<file path="src/rtl/ard_pkg.sv">
package ard_pkg;
   // register byte offsets within one channel
   localparam logic [7:0] OFS_CTRL   = 8'h10;
   localparam logic [7:0] OFS_STAT   = 8'h14;
   localparam logic [7:0] OFS_PERIOD = 8'h1C;
   localparam logic [7:0] OFS_BASELO = 8'h20;
   localparam logic [7:0] OFS_BASEHI = 8'h24;
   localparam logic [7:0] OFS_POS    = 8'h28;
   localparam logic [7:0] OFS_BPC    = 8'h44;

   // control field positions
   localparam int CTL_RUN   = 0;
   localparam int CTL_SRST  = 1;
   localparam int CTL_IOCEN = 13;
   localparam int CTL_TOEN  = 14;
   localparam int CTL_WID   = 16;
   localparam int CTL_CH    = 19;

   // status field positions
   localparam int STS_DONE  = 31;
endpackage

</file>
<file path="src/rtl/ard_regs.sv">
module ard_regs
   import ard_pkg::*;
#(
   parameter int ADDR_W = 8,
   parameter int CH_W   = 4,
   parameter int CNT_W  = 20
) (
   input  logic              clk,
   input  logic              rst_n,
   input  logic [ADDR_W-1:0] bus_addr,
   input  logic              bus_wr,
   input  logic [31:0]       bus_wdata,
   output logic [31:0]       bus_rdata,
   input  logic              period_evt,
   input  logic [CNT_W-1:0]  pos,
   output logic              run,
   output logic              srst,
   output logic              ioc_en,
   output logic              done_flag,
   output logic [15:0]       nper,
   output logic [15:0]       pbytes,
   output logic [63:0]       base
);
   localparam int WID_W = 3;

   logic             run_q, srst_q, iocen_q, toen_q, done_q;
   logic [WID_W-1:0] wid_q;
   logic [CH_W-1:0]  ch_q;
   logic [31:0]      period_q, baselo_q, basehi_q, bpc_q;

   logic wr_ctrl, wr_stat, wr_period, wr_lo, wr_hi, wr_bpc;

   always_comb begin
      wr_ctrl   = bus_wr && (bus_addr == ADDR_W'(OFS_CTRL));
      wr_stat   = bus_wr && (bus_addr == ADDR_W'(OFS_STAT));
      wr_period = bus_wr && (bus_addr == ADDR_W'(OFS_PERIOD));
      wr_lo     = bus_wr && (bus_addr == ADDR_W'(OFS_BASELO));
      wr_hi     = bus_wr && (bus_addr == ADDR_W'(OFS_BASEHI));
      wr_bpc    = bus_wr && (bus_addr == ADDR_W'(OFS_BPC));
   end

   // control word: soft reset wins over a run write in the same cycle
   always_ff @(posedge clk or negedge rst_n) begin
      if (!rst_n) begin
         run_q   <= 1'b0;
         srst_q  <= 1'b0;
         iocen_q <= 1'b0;
         toen_q  <= 1'b0;
         wid_q   <= '0;
         ch_q    <= '0;
      end else begin
         srst_q <= wr_ctrl && bus_wdata[CTL_SRST];
         if (srst_q)
            run_q <= 1'b0;
         else if (wr_ctrl)
            run_q <= bus_wdata[CTL_RUN];
         if (wr_ctrl) begin
            iocen_q <= bus_wdata[CTL_IOCEN];
            toen_q  <= bus_wdata[CTL_TOEN];
            wid_q   <= bus_wdata[CTL_WID +: WID_W];
            ch_q    <= bus_wdata[CTL_CH +: CH_W];
         end
      end
   end

   // completion flag: set beats write-one-to-clear
   always_ff @(posedge clk or negedge rst_n) begin
      if (!rst_n)
         done_q <= 1'b0;
      else if (srst_q)
         done_q <= 1'b0;
      else if (period_evt)
         done_q <= 1'b1;
      else if (wr_stat && bus_wdata[STS_DONE])
         done_q <= 1'b0;
   end

   always_ff @(posedge clk or negedge rst_n) begin
      if (!rst_n) begin
         period_q <= '0;
         baselo_q <= '0;
         basehi_q <= '0;
         bpc_q    <= '0;
      end else begin
         if (wr_period) period_q <= bus_wdata;
         if (wr_lo)     baselo_q <= bus_wdata;
         if (wr_hi)     basehi_q <= bus_wdata;
         if (wr_bpc)    bpc_q    <= bus_wdata;
      end
   end

   always_comb begin
      bus_rdata = '0;
      if (bus_addr == ADDR_W'(OFS_CTRL)) begin
         bus_rdata[CTL_RUN]          = run_q;
         bus_rdata[CTL_SRST]         = srst_q;
         bus_rdata[CTL_IOCEN]        = iocen_q;
         bus_rdata[CTL_TOEN]         = toen_q;
         bus_rdata[CTL_WID +: WID_W] = wid_q;
         bus_rdata[CTL_CH +: CH_W]   = ch_q;
      end else if (bus_addr == ADDR_W'(OFS_STAT))
         bus_rdata[STS_DONE] = done_q;
      else if (bus_addr == ADDR_W'(OFS_PERIOD))
         bus_rdata = period_q;
      else if (bus_addr == ADDR_W'(OFS_BASELO))
         bus_rdata = baselo_q;
      else if (bus_addr == ADDR_W'(OFS_BASEHI))
         bus_rdata = basehi_q;
      else if (bus_addr == ADDR_W'(OFS_POS))
         bus_rdata = 32'(pos);
      else if (bus_addr == ADDR_W'(OFS_BPC))
         bus_rdata = bpc_q;
   end

   assign run       = run_q;
   assign srst      = srst_q;
   assign ioc_en    = iocen_q;
   assign done_flag = done_q;
   assign nper      = period_q[31:16];
   assign pbytes    = period_q[15:0];
   assign base      = {basehi_q, baselo_q};
endmodule

</file>
<file path="src/rtl/ard_pos.sv">
module ard_pos #(
   parameter int CNT_W      = 20,
   parameter int BEAT_BYTES = 4
) (
   input  logic             clk,
   input  logic             rst_n,
   input  logic             srst,
   input  logic             step,
   input  logic [15:0]      nper,
   input  logic [15:0]      pbytes,
   output logic [CNT_W-1:0] pos,
   output logic             period_evt
);
   localparam int OFS_W = 17;
   localparam logic [CNT_W:0]   BEAT_C = (CNT_W+1)'(BEAT_BYTES);
   localparam logic [OFS_W-1:0] BEAT_O = OFS_W'(BEAT_BYTES);

   logic [CNT_W-1:0] cnt_q;
   logic [OFS_W-1:0] ofs_q;
   logic [31:0]      ring;
   logic [CNT_W:0]   cnt_inc;
   logic [OFS_W-1:0] ofs_inc;
   logic             ring_end, per_end;

   always_comb begin
      ring       = 32'(nper) * 32'(pbytes);
      cnt_inc    = {1'b0, cnt_q} + BEAT_C;
      ofs_inc    = ofs_q + BEAT_O;
      ring_end   = 32'(cnt_inc) >= ring;
      per_end    = ofs_inc >= {1'b0, pbytes};
      period_evt = step && !srst && (ring_end || per_end);
      pos        = (32'(cnt_q) >= ring) ? '0 : cnt_q;
   end

   always_ff @(posedge clk or negedge rst_n) begin
      if (!rst_n) begin
         cnt_q <= '0;
         ofs_q <= '0;
      end else if (srst) begin
         cnt_q <= '0;
         ofs_q <= '0;
      end else if (step) begin
         cnt_q <= ring_end ? '0 : cnt_inc[CNT_W-1:0];
         ofs_q <= (ring_end || per_end) ? '0 : ofs_inc;
      end
   end
endmodule

</file>
<file path="src/rtl/ard_irq.sv">
module ard_irq #(
   parameter bit REG_IRQ = 1'b0
) (
   input  logic clk,
   input  logic rst_n,
   input  logic flag,
   input  logic en,
   output logic irq
);
   generate
      if (REG_IRQ) begin : g_reg
         logic irq_q;
         always_ff @(posedge clk or negedge rst_n) begin
            if (!rst_n) irq_q <= 1'b0;
            else        irq_q <= flag && en;
         end
         assign irq = irq_q;
      end else begin : g_comb
         assign irq = flag && en;
      end
   endgenerate
endmodule

</file>
<file path="src/rtl/aud_ring_dma_ctl.sv">
module aud_ring_dma_ctl #(
   parameter int ADDR_W     = 8,
   parameter int CH_W       = 4,
   parameter int CNT_W      = 20,
   parameter int BEAT_BYTES = 4,
   parameter bit REG_IRQ    = 1'b0
) (
   input  logic              clk,
   input  logic              rst_n,
   input  logic [ADDR_W-1:0] bus_addr,
   input  logic              bus_wr,
   input  logic [31:0]       bus_wdata,
   output logic [31:0]       bus_rdata,
   input  logic              beat_adv,
   output logic              dma_run,
   output logic [63:0]       mem_addr,
   output logic              irq
);
   generate
      if (ADDR_W < 8) begin : g_bad_addr
         $error("ADDR_W must cover offsets up to 0x44");
      end
      if (CH_W < 1 || CH_W > 13) begin : g_bad_ch
         $error("CH_W must lie in 1..13");
      end
      if (CNT_W < 17 || CNT_W > 31) begin : g_bad_cnt
         $error("CNT_W must lie in 17..31");
      end
      if (!(BEAT_BYTES inside {1, 2, 4, 8, 16, 32, 64})) begin : g_bad_beat
         $error("BEAT_BYTES must be a power of two not above 64");
      end
   endgenerate

   logic             run_w, srst_w, iocen_w, done_w, evt_w, step_w;
   logic [15:0]      nper_w, pbytes_w;
   logic [63:0]      base_w;
   logic [CNT_W-1:0] pos_w;

   assign step_w = beat_adv && run_w;

   ard_regs #(.ADDR_W(ADDR_W), .CH_W(CH_W), .CNT_W(CNT_W)) u_regs (
      .clk(clk), .rst_n(rst_n),
      .bus_addr(bus_addr), .bus_wr(bus_wr), .bus_wdata(bus_wdata),
      .bus_rdata(bus_rdata),
      .period_evt(evt_w), .pos(pos_w),
      .run(run_w), .srst(srst_w), .ioc_en(iocen_w), .done_flag(done_w),
      .nper(nper_w), .pbytes(pbytes_w), .base(base_w)
   );

   ard_pos #(.CNT_W(CNT_W), .BEAT_BYTES(BEAT_BYTES)) u_pos (
      .clk(clk), .rst_n(rst_n), .srst(srst_w), .step(step_w),
      .nper(nper_w), .pbytes(pbytes_w), .pos(pos_w), .period_evt(evt_w)
   );

   ard_irq #(.REG_IRQ(REG_IRQ)) u_irq (
      .clk(clk), .rst_n(rst_n), .flag(done_w), .en(iocen_w), .irq(irq)
   );

   assign dma_run  = run_w;
   assign mem_addr = base_w + 64'(pos_w);
endmodule

</file>
<file path="config.mk">
export PLATFORM = sky130hd
export DESIGN_NAME = aud_ring_dma_ctl
export DESIGN_NICKNAME = d
export VERILOG_FILES = /design/src/rtl/ard_pkg.sv /design/src/rtl/ard_regs.sv /design/src/rtl/ard_pos.sv /design/src/rtl/ard_irq.sv /design/src/rtl/aud_ring_dma_ctl.sv
export SDC_FILE = /design/constraint.sdc
export NUM_CORES = 1
export LEC_CHECK = 0
export CORE_UTILIZATION = 65
export CTS_CLUSTER_DIAMETER = 40
export DETAILED_ROUTE_END_ITERATION = 16
export DONT_BUFFER_PORTS = 1
export MAX_ROUTING_LAYER = met4
export PLACE_DENSITY = 0.81
export SLEW_MARGIN = 40
export SYNTH_ARGS = -nofsm -noshare
export SYNTH_HDL_FRONTEND = slang
export SYNTH_SLANG_ARGS = --single-unit
</file>
<file path="constraint.sdc">
create_clock -name clk -period 11.6 [get_ports clk]
set_input_delay 0.58 -clock clk [delete_from_list [all_inputs] [get_ports clk]]
set_output_delay 0.58 -clock clk [all_outputs]
set_load 0.005 [all_outputs]
</file>
# After elaboration in Yosys (flattened, before gate mapping)
# Cells that the tools add are included.
[classes]
n_eq_ne = 7
n_addsub = 3
n_mul = 1
n_reduce_logical = 17
mux = 25
magnitude_cmp = 3
[op_table]
columns = ["op", "n"]
rows = [
  ["32-bit two-way mux", 5],
  ["20-bit two-way mux", 4],
  ["64-bit by 20-bit adder with 64-bit output", 1],
  ["17-bit two-way mux", 3],
  ["20-bit by 32-bit greater-or-equal comparator with 1-bit output", 1],
  ["21-bit by 32-bit greater-or-equal comparator with 1-bit output", 1],
  ["16-bit by 16-bit multiplier with 32-bit output", 1],
  ["31-bit two-way mux", 1],
  ["8-bit by 5-bit == test with 1-bit output, second input constant", 3],
  ["8-bit by 6-bit == test with 1-bit output, second input constant", 3],
  ["20-bit by 3-bit adder with 21-bit output, second input constant", 1],
  ["17-bit by 3-bit adder with 17-bit output, second input constant", 1],
  ["17-bit by 16-bit greater-or-equal comparator with 1-bit output", 1],
  ["1-bit logical AND", 12],
  ["11-bit two-way mux", 1],
  ["9-bit two-way mux", 1],
  ["8-bit by 7-bit == test with 1-bit output, second input constant", 1],
  ["1-bit two-way mux", 7],
  ["7-bit two-way mux", 1],
  ["2-bit two-way mux", 2],
  ["2-bit nonzero test", 2],
  ["3-bit nonzero test", 1],
  ["1-bit zero test", 1],
  ["1-bit logical OR", 1],
]
[totals]
reg_bits = 177
elab_cells = 69
out_inout_bits = 98

# Logic depth before layout (Yosys ltp)
[depth]
ltp_word = 9
depth_mapped = 44

# Hierarchy
# Synthesis repeated with hierarchy kept, for this count alone.
[unflattened]
hier_cells = 2229
area_unflattened_um2 = 20726.1
[modules_own_cells]
columns = ["module", "cells_each", "area_each_um2", "n_inst"]
rows = [
  ["ard_pos", 1400, 11912.7, 1],
  ["ard_regs", 518, 6741.5, 1],
  ["aud_ring_dma_ctl", 310, 2065.7, 1],
  ["ard_irq", 1, 6.3, 1],
]

# Worst setup path before layout
# OpenSTA, ideal clock, no wires.
[synth_timing]
path_kind = "register -> output"
startpoint = "register u_regs.period_q[3]"
endpoint = "output port mem_addr[59]"
slack_ns = 1.332
path_stages_with_launch = 42
path_buffers = 5
arrival_time_ns = 9.688
path_cell_list = "dfrtp_1 clkbuf_1 clkbuf_1 nand2_1 fa_1 fa_1 fa_1 inv_1 fa_1 fa_1 inv_1 fa_1 inv_1 ha_1 clkbuf_1 nand2_1 o21ai_1 nand3_1 [6 not listed] o31a_1 o21ai_0 nand2_1 or4b_1 buf_6 buf_2 and2_1 ha_1 a21o_1 a21oi_1 o21bai_1 a2111oi_0 nor2_1 o21a_1 a31oi_1 nor2_1 and3_1 xor2_1"
[synth_between]
elab_chain_len = 4
[synth_lines]
columns = ["item", "line", "rtl"]
rows = [
  ["from (decl)", "ard_regs.sv:29", "logic [31:0] period_q, baselo_q, basehi_q, bpc_q;"],
  ["from (signal assigned)", "ard_regs.sv:85", "if (wr_period) period_q <= bus_wdata;"],
  ["16-bit by 16-bit multiplier with 32-bit output", "ard_pos.sv:26", "ring = 32'(nper) * 32'(pbytes);"],
  ["20-bit by 32-bit greater-or-equal comparator with 1-bit output", "ard_pos.sv:32", "pos = (32'(cnt_q) >= ring) ? '0 : cnt_q;"],
  ["20-bit two-way mux", "ard_pos.sv:32", ""],
  ["64-bit by 20-bit adder with 64-bit output", "aud_ring_dma_ctl.sv:60", "assign mem_addr = base_w + 64'(pos_w);"],
  ["to (decl)", "aud_ring_dma_ctl.sv:16", "output logic [63:0] mem_addr,"],
]
# No other way between the ends.

# Worst setup path after layout
[layout_timing]
startpoint = "register u_regs.period_q[6]"
endpoint = "output port mem_addr[54]"
# Same word-level chain as after synthesis.

==> qor.txt <==
status: finished with violations
failing checks: negative hold slack
Syn Inst Count: 2150
Die Area: 31400 um2
Leak Pwr: 10.8 nW
share of post-route cells with drive strength above 1: 0.132
Post-Place Cells: 2475
num ports: 142
WS Path Type: reg -> out
Initial DRC Count: 1575
WL/cell: 23.9 um
largest fanout on the critical path: 26
ys flop type: dfrtp_1
Setup Viol. Count Final: 0
nature of the critical path endpoint: output port
final instance area: 21200 um2
Post-Layout Cell Count: 2515
Clock Tree Buf Depth: 2
final core utilization: 0.708
CTS tree: done
Slew @ Worst Pin: 774 ps
Seq/Total Area, Yosys: 0.217
global-route usage over all layers: 0.413
clk_lat worst skew: 470 ps
Rows: 63
synth warn: 0
max frequency: 89.2 MHz
GP Congestion: 1.02
Peak VDD IR: 0.000112 V
max-slew violations: 0
Detailed Place HPWL: 45500 um
vias in the first global route: 16943
pin count of the biggest net entering global routing: 174
Avg Cell Area, Syn: 9.28 um2
Hold Crit Class: in -> async
dpl ws: 275 ps
Final Hold Fails: 2
routed wl met2: 28100 um
internal power: 1.07 mW
syn_nets: 2564
Layout Skew: 13.9 ps
vias per inst: 6.49
area grow syn2layout: 6.04%
final setup margin: 385 ps
leading cell type in the layout, fill and taps excluded: inv_1
Nets: 2526
CTS buffer count: 17
Die H: 177 um
most used cell, CP: fa_1
initial antenna violation count: 0
PortBufs: 0
slew margin rel.: 0.484
WL met3: 5950 um
Root Buffer: clkbuf_16
CP Launch Type: flop
Max Cap Viol: 0
Filler Cell Count: 2239
WP data required: 11020 ps
DR DRC count: 0
post-synthesis register bit count: 173
1st-pass router iterations: 6
Synth Cell Area: 19900 um2
Tcrit/Tclk final: 0.967
via count: 16333
post-synth cell types: 68
CP Data Arrival Time: 10630 ps
clock share of power: 0.381
Combinational Power Share: 0.198
hold_ws: -13.4 ps
Min Clock Period, post-route: 11210 ps
Clk pin slew, worst setup/hold paths: 80 ps
EDFF count, synth: 0
total gr overflow: 0
met1 WL: 23300 um
Post-DP Area: 20300 um2
Initial Util: 0.668
ANT nets after route: 0
CP peak stage delay: 640 ps
Flop pwr share: 0.421
die width: 177 um
commonest non-fill, non-tap cells in the layout: 266 x inv_1, 241 x nand2_1, 194 x fa_1, 175 x ha_1, 154 x dfrtp_1
# clock sinks: 173
WL final: 60000 um
Highest Signal Layer: met4
Antenna Cells: 0
CP delay by family, top: adder cells
async set-reset flop share out of synthesis: 1.00
first-pass GRT wire length: 95000 um
P_sw: 0.564 mW
CTS H-tree depth: 4
Switching Fraction: 0.345
cell area power density: 77.3 nW/um2
CP Buf/Inv Count: 6
Crit-path slowest cell: or4b_4
core footprint: 29900 um2
-- routing by layer --
metal / track usage / vias up
met4: 0.180 / 0
met2: 0.641 / 874
met5: - / -
met3: 0.0911 / 158
met1: 0.519 / 8135
li1: - / 7166
-- synthesized netlist by cell type, types with 48 or more instances --
library cell,instances,area share
nand2_1,242,0.046
inv_1,266,0.050
o21ai_0,54,0.014
nor2_1,77,0.014
ha_1,176,0.11
xnor2_1,55,0.024
dfrtp_1,173,0.22
and2_1,142,0.045
mux2_2,138,0.078
xor2_1,48,0.021
fa_1,194,0.19
clkbuf_1,85,0.016
a21oi_1,76,0.019
-- stage by stage --
step / setup TNS [ps] / power (mW) / hold WS, ps
floorplan: 0 / 0.894 / 284
global placement: 0 / 0.979 / 299
detailed placement: 0 / 0.991 / 302
CTS: 0 / 1.62 / 205
global route: -116 / 1.69 / 26.7
finish: 0 / 1.63 / -13.4
-- worst paths after layout --
path,startpoint,end,slack (ps),cells past startpoint
max in group asynchronous,rst_n,u_regs.period_q[3],10760,2
worst max-delay path,u_regs.period_q[6],mem_addr[54],390,36
worst max register to register,u_regs.period_q[6],u_regs.done_flag,3510,26
worst min register to register,u_regs.ch_q[1],u_regs.ch_q[1],510,1
min in group clk,bus_wdata[11],u_regs.period_q[11],260,1
worst min-delay path,rst_n,u_regs.period_q[6],-10,1
-- state kept, by name, summed over array words and instances (netlist names) --
register and cells:
u_pos.cnt_q 18, u_pos.ofs_q 15, u_regs.basehi_q 32, u_regs.baselo_q 32, u_regs.bpc_q 32, u_regs.ch_q 4
u_regs.done_flag 1, u_regs.ioc_en 1, u_regs.period_q 32, u_regs.run 1, u_regs.srst 1, u_regs.toen_q 1
u_regs.wid_q 3
-- power by group through the flow --
stage	registers, mW	logic, mW	clock network (mW)
2_1_floorplan	0.661	0.233	0
3_3_place_gp	0.695	0.284	0
3_5_place_dp	0.697	0.294	0
4_1_cts	0.685	0.310	0.624
5_1_grt	0.691	0.352	0.645
6_report	0.688	0.324	0.623
-- layout make-up --
cell class	count	area, um2	share of cell area
clock buffer	17	425	0.0201
timing repair buffer	48	415	0.0196
multi-input combinational	1606	14300	0.675
sequential	173	4360	0.206
inverter	266	998	0.0472
clock inverter	15	195	0.00923
tap	390	488	0.0231
-- logic make-up (layout without fill, tap and decap cells) --
kind of cell | count (synthesis) | count (layout) | synth area share
XOR/XNOR | 103 | 103 | 0.0452
multiplexers | 141 | 141 | 0.0794
buffers and inverters | 371 | 346 | 0.0724
AND/OR/NAND/NOR | 657 | 657 | 0.166
adder cells (fa/ha/maj) | 370 | 370 | 0.305
AO/OA/AOI/OAI | 334 | 334 | 0.115
flip-flops | 173 | 173 | 0.217
other | 1 | 1 | 0.000188
-- timing repair --
| action | in CTS | in global routing |
|---|---|---|
| pin swaps | 0 | 4 |
| setup buffers | 0 | 6 |
| gates resized for setup | 14 | 26 |
| hold endpoints to repair | 173 | 0 |
| hold buffers | 1 | 0 |
| gates cloned | 0 | 0 |
| endpoints found under the setup margin | 38 | 49 |
No activity file was read; power rests on OpenSTA's default activity.
